$ cat config.mk
export PLATFORM = sky130hd
export DESIGN_NAME = spike_aer_serializer
export DESIGN_NICKNAME = d
export VERILOG_FILES = /design/src/rtl/aer_pkg.sv /design/src/rtl/spike_vec_fifo.sv /design/src/rtl/msb_pick.sv /design/src/rtl/spike_aer_serializer.sv
export SDC_FILE = /design/constraint.sdc
export NUM_CORES = 1
export LEC_CHECK = 0
export ABC_AREA = 1
export BUFFER_PORTS_ARGS = -buffer_cell sky130_fd_sc_hd__buf_2
export CAP_MARGIN = 0
export CORE_AREA = 2 2 86 88
export DETAILED_ROUTE_END_ITERATION = 10
export DIE_AREA = 0 0 88 90
export SLEW_MARGIN = 20
export SYNTH_ARGS = -nofsm -noshare
export SYNTH_HDL_FRONTEND = slang
export SYNTH_SLANG_ARGS = --single-unit
$ cat constraint.sdc
create_clock -name clk -period 1.6 [get_ports clk]
set_input_delay 0.16 -clock clk [delete_from_list [all_inputs] [get_ports clk]]
set_output_delay 0.16 -clock clk [all_outputs]
set_load 0.02 [all_outputs]
$ cat src/rtl/aer_pkg.sv
package aer_pkg;

  // Address width that leaves the all-ones code free for "idle"
  function automatic int addr_bits(input int n_neurons);
    return $clog2(n_neurons + 1);
  endfunction

endpackage

$ cat src/rtl/spike_vec_fifo.sv
module spike_vec_fifo #(
  parameter int WIDTH = 5,
  parameter int DEPTH = 4
) (
  input  logic             clk,
  input  logic             rst,
  input  logic             push_i,
  input  logic [WIDTH-1:0] din_i,
  input  logic             pop_i,
  output logic [WIDTH-1:0] dout_o,
  output logic             empty_o,
  output logic             drop_o
);
  localparam int PW = (DEPTH > 1) ? $clog2(DEPTH) : 1;
  localparam int CW = $clog2(DEPTH + 1);
  localparam logic [PW-1:0] LAST = PW'(DEPTH - 1);
  localparam logic [CW-1:0] FULLC = CW'(DEPTH);

  logic [WIDTH-1:0] mem [DEPTH];
  logic [PW-1:0]    wr_ptr, rd_ptr;
  logic [CW-1:0]    count;
  logic             full, do_push, do_pop;

  assign full    = (count == FULLC);
  assign empty_o = (count == '0);
  assign do_pop  = pop_i && !empty_o;
  assign do_push = push_i && (!full || do_pop);
  assign dout_o  = mem[rd_ptr];

  // storage array without reset so it can map to RAM
  always_ff @(posedge clk) begin
    if (do_push) mem[wr_ptr] <= din_i;
  end

  always_ff @(posedge clk) begin
    if (rst) begin
      wr_ptr <= '0;
      rd_ptr <= '0;
      count  <= '0;
      drop_o <= 1'b0;
    end else begin
      if (do_push) wr_ptr <= (wr_ptr == LAST) ? '0 : wr_ptr + 1'b1;
      if (do_pop)  rd_ptr <= (rd_ptr == LAST) ? '0 : rd_ptr + 1'b1;
      case ({do_push, do_pop})
        2'b10:   count <= count + 1'b1;
        2'b01:   count <= count - 1'b1;
        default: count <= count;
      endcase
      if (push_i && full && !do_pop) drop_o <= 1'b1;
    end
  end


  no_overflow_chk: assert property (@(posedge clk) disable iff (rst) count <= FULLC);

  no_underflow_chk: assert property (@(posedge clk) disable iff (rst) pop_i |-> !empty_o);

  reset_empty_chk: assert property (@(posedge clk) disable iff (rst) $past(rst) |-> empty_o);
endmodule

$ cat src/rtl/msb_pick.sv
module msb_pick #(
  parameter int N  = 5,
  parameter int AW = 3
) (
  input  logic [N-1:0]  vec_i,
  output logic          hit_o,
  output logic [AW-1:0] idx_o,
  output logic [N-1:0]  rest_o
);
  logic [N-1:0] onehot;

  always_comb begin
    hit_o  = 1'b0;
    idx_o  = '0;
    onehot = '0;
    // ascending scan: the last set bit seen is the highest one
    for (int i = 0; i < N; i++) begin
      if (vec_i[i]) begin
        hit_o  = 1'b1;
        idx_o  = AW'(i);
        onehot = '0;
        onehot[i] = 1'b1;
      end
    end
    rest_o = vec_i & ~onehot;
  end

  always_comb begin

    if (hit_o) begin
      r3_clear_chk: assert ($countones(rest_o) + 1 == $countones(vec_i));
    end
  end
endmodule

$ cat src/rtl/spike_aer_serializer.sv
module spike_aer_serializer
  import aer_pkg::*;
#(
  parameter int N_NEURONS  = 5,
  parameter int FIFO_DEPTH = 4,
  localparam int AW = addr_bits(N_NEURONS)
) (
  input  logic                 clk,
  input  logic                 rst,
  input  logic [N_NEURONS-1:0] spikes_i,
  output logic [AW-1:0]        aer_addr_o,
  output logic                 neuron_en_o,
  output logic                 fifo_drop_o
);
  localparam logic [AW-1:0] IDLE = {AW{1'b1}};

  logic [N_NEURONS-1:0] rem_q, src, rest, fifo_head;
  logic                 busy, fifo_empty, push, pop, hit;
  logic [AW-1:0]        idx;

  assign busy = |rem_q;
  assign pop  = !busy && !fifo_empty;
  assign push = (|spikes_i) && (busy || !fifo_empty);

  // feedback mux: leftover bits, then buffered vectors, then live input
  always_comb begin
    if (busy)             src = rem_q;
    else if (!fifo_empty) src = fifo_head;
    else                  src = spikes_i;
  end

  spike_vec_fifo #(.WIDTH(N_NEURONS), .DEPTH(FIFO_DEPTH)) u_fifo (
    .clk     (clk),
    .rst     (rst),
    .push_i  (push),
    .din_i   (spikes_i),
    .pop_i   (pop),
    .dout_o  (fifo_head),
    .empty_o (fifo_empty),
    .drop_o  (fifo_drop_o)
  );

  msb_pick #(.N(N_NEURONS), .AW(AW)) u_pick (
    .vec_i  (src),
    .hit_o  (hit),
    .idx_o  (idx),
    .rest_o (rest)
  );

  always_ff @(posedge clk) begin
    if (rst) begin
      rem_q       <= '0;
      aer_addr_o  <= IDLE;
      neuron_en_o <= 1'b1;
    end else begin
      rem_q       <= rest;
      aer_addr_o  <= hit ? idx : IDLE;
      neuron_en_o <= (rest == '0);
    end
  end


  stall_next_addr_chk: assert property (@(posedge clk) disable iff (rst)
    !neuron_en_o |=> aer_addr_o != IDLE);

  descending_chk: assert property (@(posedge clk) disable iff (rst)
    !neuron_en_o |=> aer_addr_o < $past(aer_addr_o));

  sticky_drop_chk: assert property (@(posedge clk) disable iff (rst)
    fifo_drop_o |=> fifo_drop_o);
endmodule

==> qor.csv, run 1 <==
stage,metric,value,unit
status,status,"finished, violations left",
status,failing checks,negative setup slack,
worst_setup_path,element type at the critical path start,flop,
timing,Max Freq,595,MHz
timing,min cycle time layout,1.68,ns
detailed_routing,Vias,1374,
power,power per cell area,2250,nW/µm²
die,Starting Density,0.253,
worst_setup_path,crit-path cells,"nor2_2, nand2_2, nor2_4, nand3_4, fa_2, mux2_4, nand2_2, nand2_1, nor2_1",
placed_design,Final Wtd Congestion,0.770,
synthesis,register area share after synthesis,0.542,
timing,unrepaired setup endpoints after global routing,yes,
placed_design,port buffer count,11,
timing,Final Hold Vio Count,0,
die,DIE AREA,7920,µm²
global_route,initial antenna violation count,0,
cells_and_area,Inserted Diodes,0,
run,Max Cap Viol,0,
timing,Worst Slack Setup Final,-0.0817,ns
synthesis,Synth async-reset ratio,0,
clock_tree,clock slew seen by the registers of the worst setup and hold paths,0.07,ns
synthesis,Ys Warns,0,
synthesis,Syn Area/Cell,8.86,µm²
global_route,gr ovfl total,0,
worst_setup_path,Setup crit end kind,flop,
power,total power,5.19,mW
placed_design,post-placement cell count,323,
die,die width,88,µm
detailed_routing,DRT iter0 DRCs,62,
die,IO Count,12,
worst_setup_path,cell mode on critical path,nand2_2,
timing,Tightest Pin Transition,0.313,ns
timing,Final Setup Violations,1,
placed_design,Placement Setup Slack,-0.0740,ns
global_route,vias in the first global route,1384,
global_route,largest net degree at the start of global routing,12,
timing,Final Skew,0.00976,ns
global_route,first-pass GRT wire length,5910,µm
worst_setup_path,WP data arrival,1.91,ns
detailed_routing,remaining antenna violation count,0,
cells_and_area,share of layout cells above drive strength 1,0.345,
cells_and_area,Final Util,0.329,
clock_tree,CTS tree,built,
die,core area,7020,µm²
worst_setup_path,"Largest stage delay, worst path",0.35,ns
timing,"Period Utilization, post-route",1.05,
cells_and_area,most frequent cells in the layout,"nand2_1 (37), inv_1 (25), nor2_1 (21), edfxtp_1 (20), buf_4 (19)",
detailed_routing,Routed Wire Length,3650,µm
timing,Pins Over Slew Limit,0,
clock_tree,Clock Tree Root,clkbuf_8,
synthesis,Mapped Nets,213,
global_route,gr busiest metal,met2,
synthesis,"flops & latches, synth",38,
worst_setup_path,Slowest cell on crit path,fa_2,
clock_tree,Worst-Skew Late Latency,0.29,ns
detailed_routing,drt pass-1 iters,4,
worst_setup_path,Crit Path Max Fanout,3,
detailed_routing,DR WL/cell,10.8,µm
timing,max_slew headroom,0.791,
global_route,GR Layer Usage met2,0.163,
worst_setup_path,CP Class,flop to flop,
clock_tree,H-Tree Depth,2,
global_route,met1 Use GR,0.105,
global_route,Overall Global Routing Usage,0.0961,
detailed_routing,Vias/cell,4.08,
placed_design,DP HPWL,2650,µm
clock_tree,Bufs on Longest Clock Path,2,
cells_and_area,"leading cell type in the layout, fill and taps excluded",nand2_1,
synthesis,Gate Count Post-Synth,200,
cells_and_area,final net count,250,
synthesis,Post-synth top flop,edfxtp_1,
die,# rows,31,
synthesis,"EDFF count, synth",20,
synthesis,area of the mapped netlist,1770,µm²
detailed_routing,Remaining DRCs,0,
die,Die H,90,µm
clock_tree,Num CTS Buffers,5,
cells_and_area,final std cells w/o fill,337,
worst_setup_path,critical path required time,1.83,ns
power,Leakage,1.01,nW
timing,WHS,0.180,ns
clock_tree,CTS sink cnt,38,
min_path,HP Class,input port to flop,
cells_and_area,Layout Area Growth over Synthesis,30.2,%
global_route,met3 Usage GRT,0.0294,
power,VDD IR max,0.863,mV
synthesis,number of distinct library cells after synthesis,26,
[cells by family (layout without fill, tap and decap cells)]
family          Yosys count  after routing  share of synthesized area
buf+inv                  35             73                     0.0868
flops                    38             38                      0.542
compound gates           24             24                     0.0755
fa+ha+maj                 6              6                     0.0466
mux                       1              1                    0.00847
simple gates             96             96                      0.241
[synth_stat cells, types with 2 or more instances]
cell      instances  area [µm²]
o21ai_1           2        10.0
inv_1            26        97.6
inv_2             5        18.8
nand2_1          45         169
dfxtp_1          18         360
nor2_2            4        25.0
a21oi_1           9        45.0
nor2_1           27         101
ha_1              5        62.6
buf_6             3        33.8
nand3_2           2        20.0
nand3_1          13        65.1
edfxtp_1         20         601
o21ai_0           9        45.0
[stage by stage]
step,TNS (ns),cell area (µm²)
after floorplan,-0.110,1780
after global placement,-0.144,2040
after detailed placement,-0.0825,2040
after CTS,-0.135,2130
after global routing,-0.322,2310
final,-0.0817,2310
[critical path, delay by kind of cell, from the launching register on]
family | cells | cell delay, ns
multiplexers | 1 | 0.31
AND/OR/NAND/NOR | 7 | 0.62
adder cells (fa/ha/maj) | 1 | 0.35
flip-flops | 1 | 0.33
[layer usage]
metal | share of wire | up-vias
met4 | 0.029 | 0
met3 | 0.036 | 9
met5 | 0 | -
li1 | - | 711
met1 | 0.43 | 637
met2 | 0.51 | 17
[state kept, by name, indices dropped and copies added, names as in the netlist, named ones only]
signal	count
aer_addr_o	3
neuron_en_o	1
u_fifo.wr_ptr	2
u_fifo.mem	20
u_fifo.count	3
u_fifo.rd_ptr	2
u_fifo.drop_o	1
rem_q	4
[what timing repair did]
item	in CTS	in global routing
pin swaps	0	7
buffers inserted	0	5
resized for setup	1	39
hold buffers	0	0
endpoints found under the setup margin	4	27
cloned	0	1
[final cells by class]
class                   instances  area [µm²]
fillers                       726        4710
inverters                      31         124
flip-flops and latches         38         968
repair buffers                 34         260
well taps                      99         124
clock buffers                   6        72.6
clock inverters                 2        8.76
multi-input cells             127         751
[worst paths after layout]
check                start               to  slack (ns)  depth (start not counted)
min                    rst         rem_q[2]        0.18                          2
max               rem_q[1]  u_fifo.count[2]       -0.08                          9
max reg2reg       rem_q[1]  u_fifo.count[2]       -0.08                          9
min reg2reg  u_fifo.drop_o    u_fifo.drop_o        0.48                          2
[where the power goes]
part / total [mW] / switching, mW / internal, mW
Sequential: 1.54 / 0.141 / 1.40
Combinational: 3.03 / 1.75 / 1.28
Clock: 0.624 / 0.324 / 0.299
Note: power is estimated with default switching activity, not from simulation.
==> run 2: changes to the inputs <==
--- a/config.mk
+++ b/config.mk
@@ -8,9 +8,12 @@
 export ABC_AREA = 1
 export BUFFER_PORTS_ARGS = -buffer_cell sky130_fd_sc_hd__buf_2
 export CAP_MARGIN = 0
+export CELL_PAD_IN_SITES_DETAIL_PLACEMENT = 0
+export CELL_PAD_IN_SITES_GLOBAL_PLACEMENT = 2
 export CORE_AREA = 2 2 86 88
 export DETAILED_ROUTE_END_ITERATION = 10
 export DIE_AREA = 0 0 88 90
+export PLACE_DENSITY_LB_ADDON = 0.1
 export SLEW_MARGIN = 20
 export SYNTH_ARGS = -nofsm -noshare
 export SYNTH_HDL_FRONTEND = slang
==> constraint.sdc (replaced) <==
create_clock -name clk -period 1.6 [get_ports clk]
set_input_delay 0.08 -clock clk [delete_from_list [all_inputs] [get_ports clk]]
set_output_delay 0.08 -clock clk [all_outputs]
set_load 0.02 [all_outputs]
==> qor.csv, run 2 (synthesized netlist as in run 1, its figures left out) <==
stage,metric,value,unit,change
status,status,"finished, violations left",,
status,failing checks,negative setup slack,,
cells_and_area,max reg flops,20,,unchanged
global_route,gr ovfl total,0,,unchanged
cells_and_area,"leading cell type in the layout, fill and taps excluded",nand2_1,,
timing,WHS,0.0988,ns,-0.0812 ns
worst_setup_path,r2r startpoint,rem_q[0],,
cells_and_area,Layout Area Growth over Synthesis,31.3,%,
global_route,met1 Use GR,0.134,,+0.0294
global_route,initial antenna violation count,0,,unchanged
worst_setup_path,WP data arrival,1.85,ns,-0.06 ns
global_route,largest net degree at the start of global routing,13,,+1
worst_setup_path,element type at the critical path start,flop,,
worst_setup_path,crit path to,u_fifo.count[2],,
detailed_routing,Routed Wire Length,4030,µm,+10%
detailed_routing,DR WL/cell,11.8,µm,+9.1%
worst_setup_path,Critical path buffers and inverters,0,,unchanged
detailed_routing,Vias/cell,4.06,,-0.45%
cells_and_area,Seq. cell area,970,µm²,+0.13%
run,Max Cap Viol,0,,unchanged
die,Die H,90,µm,unchanged
clock_tree,Num CTS Buffers,5,,unchanged
worst_setup_path,CP Class,flop to flop,,
power,VDD IR max,0.884,mV,+2.4%
timing,Final Setup Violations,1,,unchanged
die,die width,88,µm,unchanged
timing,Final Hold Vio Count,0,,unchanged
detailed_routing,Vias,1384,,+0.73%
min_path,Hold Crit Depth,2,,unchanged
global_route,first-pass GRT wire length,6690,µm,+13%
die,core area,7020,µm²,unchanged
power,Leakage,1.05,nW,+3.9%
worst_setup_path,critical path startpoint,rem_q[0],,
min_path,HP Class,input port to flop,,
timing,Worst Slack Setup Final,-0.0283,ns,+0.0533 ns
detailed_routing,drt pass-1 iters,4,,unchanged
worst_setup_path,R2R Path End,u_fifo.count[2],,
cells_and_area,Inserted Diodes,0,,unchanged
clock_tree,Bufs on Longest Clock Path,2,,unchanged
global_route,Overall Global Routing Usage,0.111,,+0.0152
placed_design,post-placement cell count,329,,+1.9%
clock_tree,Worst-Skew Late Latency,0.28,ns,about the same
global_route,gr busiest metal,met2,,
placed_design,DP Area,2090,µm²,+2.2%
timing,final total negative setup slack,-0.0283,ns,+0.0533 ns
cells_and_area,Multi-input gate area,721,µm²,-4.0%
detailed_routing,DRT iter0 DRCs,73,,+18%
cells_and_area,most frequent cells in the layout,"nand2_1 (41), inv_1 (25), buf_4 (25), nor2_1 (23), edfxtp_1 (20)",,
timing,min cycle time layout,1.63,ns,-0.0533 ns
power,power per cell area,2300,nW/µm²,+2.2%
timing,Max Freq,614,MHz,+3.3%
clock_tree,CTS sink cnt,38,,unchanged
timing,unrepaired setup endpoints after global routing,yes,,
clock_tree,clock slew seen by the registers of the worst setup and hold paths,0.07,ns,about the same
timing,"Period Utilization, post-route",1.02,,-0.0333
die,DIE AREA,7920,µm²,unchanged
worst_setup_path,Crit Path Max Fanout,2,,-1
clock_tree,H-Tree Depth,2,,unchanged
global_route,met3 Usage GRT,0.0266,,-0.00275
cells_and_area,share of layout cells above drive strength 1,0.343,,-0.00156
cells_and_area,Final Util,0.332,,+0.00285
timing,Tightest Pin Transition,0.389,ns,+0.0757 ns
die,IO Count,12,,unchanged
cells_and_area,final std cells w/o fill,341,,+1.2%
worst_setup_path,flop-to-flop setup slack,-0.03,ns,+0.05 ns
cells_and_area,Fillers,736,,+1.4%
placed_design,Placement Setup Slack,-0.207,ns,-0.133 ns
power,total power,5.36,mW,+3.1%
global_route,vias in the first global route,1412,,+2.0%
clock_tree,Clock Tree Root,clkbuf_8,,
detailed_routing,Remaining DRCs,0,,unchanged
worst_setup_path,Slowest cell on crit path,fa_2,,
detailed_routing,remaining antenna violation count,0,,unchanged
worst_setup_path,cell mode on critical path,nor2_4,,
worst_setup_path,crit-path cells,"nor2_4, nand2_4, nor2_4, nand3_4, fa_2, mux2_4, nand2_2, nand2_1, nor2_1",,
cells_and_area,Biggest register,u_fifo.mem,,
clock_tree,CTS Hold Buffers Added,0,,unchanged
worst_setup_path,critical path required time,1.83,ns,about the same
clock_tree,CTS tree,built,,
worst_setup_path,"Largest stage delay, worst path",0.36,ns,about the same
worst_setup_path,kind of cell adding the most delay to the critical path,simple AND/OR/NAND/NOR gates,,
timing,max_slew headroom,0.740,,-0.0506
timing,Pins Over Slew Limit,0,,unchanged
die,Starting Density,0.253,,unchanged
placed_design,port buffer count,11,,unchanged
global_route,GR Layer Usage met2,0.188,,+0.0253
die,# rows,31,,unchanged
placed_design,DP HPWL,3060,µm,+15%
worst_setup_path,r2r worst-path depth,9,,unchanged
worst_setup_path,Setup crit end kind,flop,,
worst_setup_path,stages on the worst setup path,9,,unchanged
timing,Final Skew,0.00400,ns,-0.00576 ns
cells_and_area,final net count,254,,+1.6%
cells_and_area,fin area,2330,µm²,+0.87%
cells_and_area,top flop regs,"u_fifo.mem: 20 flops, rem_q: 4 flops",,
placed_design,Final Wtd Congestion,0.780,,+1.4%
==> run 2: repair_timing <==
| item | CTS | global route |
|---|---|---|
| pin swaps | 3 | 4 |
| setup endpoints to repair | 27 | 26 |
| gates resized for setup | 9 | 19 |
| buffers inserted | 3 | 1 |
==> run 2: worst min path at each step <==
stage	from	end	slack, ns
floorplan	spikes_i[0]	u_fifo.mem[0][0]	0.18
global placement	rst	u_fifo.drop_o	0.40
detailed placement	rst	rem_q[2]	0.40
CTS	rst	rem_q[2]	0.10
global route	rst	rem_q[2]	0.11
finish	rst	rem_q[2]	0.1
==> run 2: metal layers <==
| layer | up-vias | wire length [µm] | share of wire |
|---|---|---|---|
| li1 | 719 | - | - |
| met1 | 637 | 1780 | 0.44 |
| met2 | 22 | 2030 | 0.50 |
| met3 | 6 | 158 | 0.039 |
| met4 | 0 | 66 | 0.016 |
| met5 | - | 0 | 0 |
==> run 2: report_power, final <==
part	switching [mW]	internal [mW]	total, mW	leakage [nW]
combinational	1.68	1.20	2.88	0.647
sequential	0.139	1.40	1.54	0.336
clock	0.324	0.617	0.941	0.0658
==> run 2: cell type report <==
cell class | instances | share of cell area
clock inverters | 3 | 0.0274
well taps | 99 | 0.0532
multi-input cells | 127 | 0.310
clock buffers | 5 | 0.0296
flip-flops and latches | 38 | 0.416
inverters | 31 | 0.0500
repair buffers | 38 | 0.114
==> run 3: changes to the inputs <==
--- a/config.mk
+++ b/config.mk
@@ -18,3 +18,4 @@
 export SYNTH_ARGS = -nofsm -noshare
 export SYNTH_HDL_FRONTEND = slang
 export SYNTH_SLANG_ARGS = --single-unit
+export TNS_END_PERCENT = 100
==> constraint.sdc (replaced) <==
create_clock -name clk -period 1.77 [get_ports clk]
set_input_delay 0.0885 -clock clk [delete_from_list [all_inputs] [get_ports clk]]
set_output_delay 0.0885 -clock clk [all_outputs]
set_load 0.02 [all_outputs]
==> qor.csv, run 3 (synthesized netlist as in run 1, its figures left out) <==
stage,metric,value,unit,change
die,core area,7020,µm²,unchanged
clock_tree,Bufs on Longest Clock Path,2,,unchanged
detailed_routing,Vias,1308,,-5.5%
global_route,largest net degree at the start of global routing,12,,-1
placed_design,DP HPWL,3090,µm,+0.87%
worst_setup_path,critical path required time,2.00,ns,+0.17 ns
status,status,finished clean,,
clock_tree,Num CTS Buffers,5,,unchanged
run,Max Cap Viol,0,,unchanged
cells_and_area,share of layout cells above drive strength 1,0.230,,-0.113
cells_and_area,Fillers,753,,+2.3%
timing,"Period Utilization, post-route",0.946,,-0.0721
cells_and_area,fin area,2130,µm²,-8.4%
placed_design,post-placement cell count,319,,-3.0%
detailed_routing,Routed Wire Length,4040,µm,+0.17%
die,Starting Density,0.253,,unchanged
power,power per cell area,1980,nW/µm²,-14%
global_route,initial antenna violation count,0,,unchanged
clock_tree,Clock Tree Root,clkbuf_8,,
cells_and_area,most frequent cells in the layout,"nand2_1 (44), nor2_1 (27), inv_1 (26), edfxtp_1 (20), dfxtp_1 (16)",,
clock_tree,clock slew seen by the registers of the worst setup and hold paths,0.07,ns,about the same
detailed_routing,DR WL/cell,12.3,µm,+3.8%
timing,unrepaired setup endpoints after global routing,no,,
cells_and_area,final net count,242,,-4.7%
timing,Final Skew,0.00286,ns,-0.00114 ns
die,Die H,90,µm,unchanged
clock_tree,CTS tree,built,,
worst_setup_path,element type at the critical path start,flop,,
timing,max_slew headroom,0.740,,about the same
timing,Final Setup Violations,0,,-1
timing,Tightest Pin Transition,0.389,ns,+0.000128 ns
power,VDD IR max,0.659,mV,-25%
clock_tree,CTS sink cnt,38,,unchanged
clock_tree,CTS Hold Buffers Added,0,,unchanged
power,Leakage,0.953,nW,-9.1%
global_route,vias in the first global route,1325,,-6.2%
worst_setup_path,CP Class,flop to flop,,
min_path,hold_sp,spikes_i[2],,
placed_design,port buffer count,11,,unchanged
worst_setup_path,WP data arrival,1.90,ns,+0.05 ns
worst_setup_path,Crit Path Max Fanout,3,,+1
timing,min cycle time layout,1.67,ns,+0.0453 ns
cells_and_area,"leading cell type in the layout, fill and taps excluded",nand2_1,,
clock_tree,H-Tree Depth,2,,unchanged
die,IO Count,12,,unchanged
cells_and_area,final std cells w/o fill,329,,-3.5%
placed_design,Placement Setup Slack,0.00672,ns,+0.214 ns
timing,Final Hold Vio Count,0,,unchanged
global_route,gr ovfl total,0,,unchanged
clock_tree,Worst-Skew Late Latency,0.29,ns,about the same
placed_design,DP Area,2010,µm²,-3.7%
global_route,Overall Global Routing Usage,0.113,,+0.00141
cells_and_area,max reg flops,20,,unchanged
cells_and_area,Inserted Diodes,0,,unchanged
worst_setup_path,r2r startpoint,rem_q[2],,
worst_setup_path,Setup crit end kind,flop,,
worst_setup_path,critical path startpoint,rem_q[2],,
detailed_routing,DRT iter0 DRCs,45,,-38%
cells_and_area,Layout Area Growth over Synthesis,20.3,%,
detailed_routing,Remaining DRCs,0,,unchanged
detailed_routing,drt pass-1 iters,4,,unchanged
timing,Max Freq,597,MHz,-2.7%
timing,Pins Over Slew Limit,0,,unchanged
global_route,first-pass GRT wire length,6710,µm,+0.30%
die,# rows,31,,unchanged
die,DIE AREA,7920,µm²,unchanged
placed_design,Final Wtd Congestion,0.740,,-5.1%
timing,final total negative setup slack,0,ns,+0.0283 ns
detailed_routing,remaining antenna violation count,0,,unchanged
cells_and_area,top flop regs,"u_fifo.mem: 20 flops, rem_q: 4 flops",,
min_path,HP Class,input port to flop,,
die,die width,88,µm,unchanged
detailed_routing,Vias/cell,3.98,,-2.0%
cells_and_area,Final Util,0.304,,-0.0280
timing,Worst Slack Setup Final,0.0963,ns,+0.125 ns
cells_and_area,Biggest register,u_fifo.mem,,
[run 3: power breakdown]
| group | switching (mW) | internal (mW) |
|---|---|---|
| clock network | 0.298 | 0.271 |
| logic | 1.43 | 0.853 |
| registers | 0.117 | 1.26 |
| total | 1.84 | 2.38 |
[run 3: area by class of cell]
type                       count  area (µm²)  area share
sequential                    38         963       0.452
multi-input combinational    127         679       0.319
timing repair buffer          26         168      0.0786
tap                           99         124      0.0581
inverter                      31         116      0.0546
clock buffer                   6        72.6      0.0340
clock inverter                 2        8.76     0.00411
[run 3: final timing paths]
path / end / slack, ns / depth (start not counted)
max: u_fifo.count[2] / 0.1 / 9
min: u_fifo.mem[0][2] / 0.07 / 1
max reg2reg: u_fifo.count[2] / 0.1 / 9
min reg2reg: u_fifo.count[0] / 0.44 / 1
[run 3: through the flow]
stage | power [mW] | hold WS [ns]
finish | 4.22 | 0.0747
detailed placement | 3.57 | 0.373
floorplan | 2.91 | 0.187
global route | 4.64 | 0.0752
CTS | 4.21 | 0.0731
global placement | 3.56 | 0.363
[run 3: critical path, cell delays in order, from the launching register on]
cell	delay, ns
dfxtp_1	0.31
nor2_1	0.13
nand2_2	0.10
nor2_4	0.14
nand3_4	0.09
fa_2	0.36
mux2_4	0.31
nand2_1	0.06
nand2_1	0.04
nor2_1	0.08
[run 3: metal layers]
layer	track usage	vias up	part of all wire
met1	0.144	596	0.48
met2	0.180	15	0.48
met5	0	-	0
met3	0.0349	4	0.027
met4	0.0346	0	0.011
li1	-	693	-
[run 3: what timing repair did]
action / CTS / global route
setup endpoints to repair: 1 / 5
gates resized for setup: 0 / 7
setup buffers: 2 / 0
pin swaps: 1 / 0
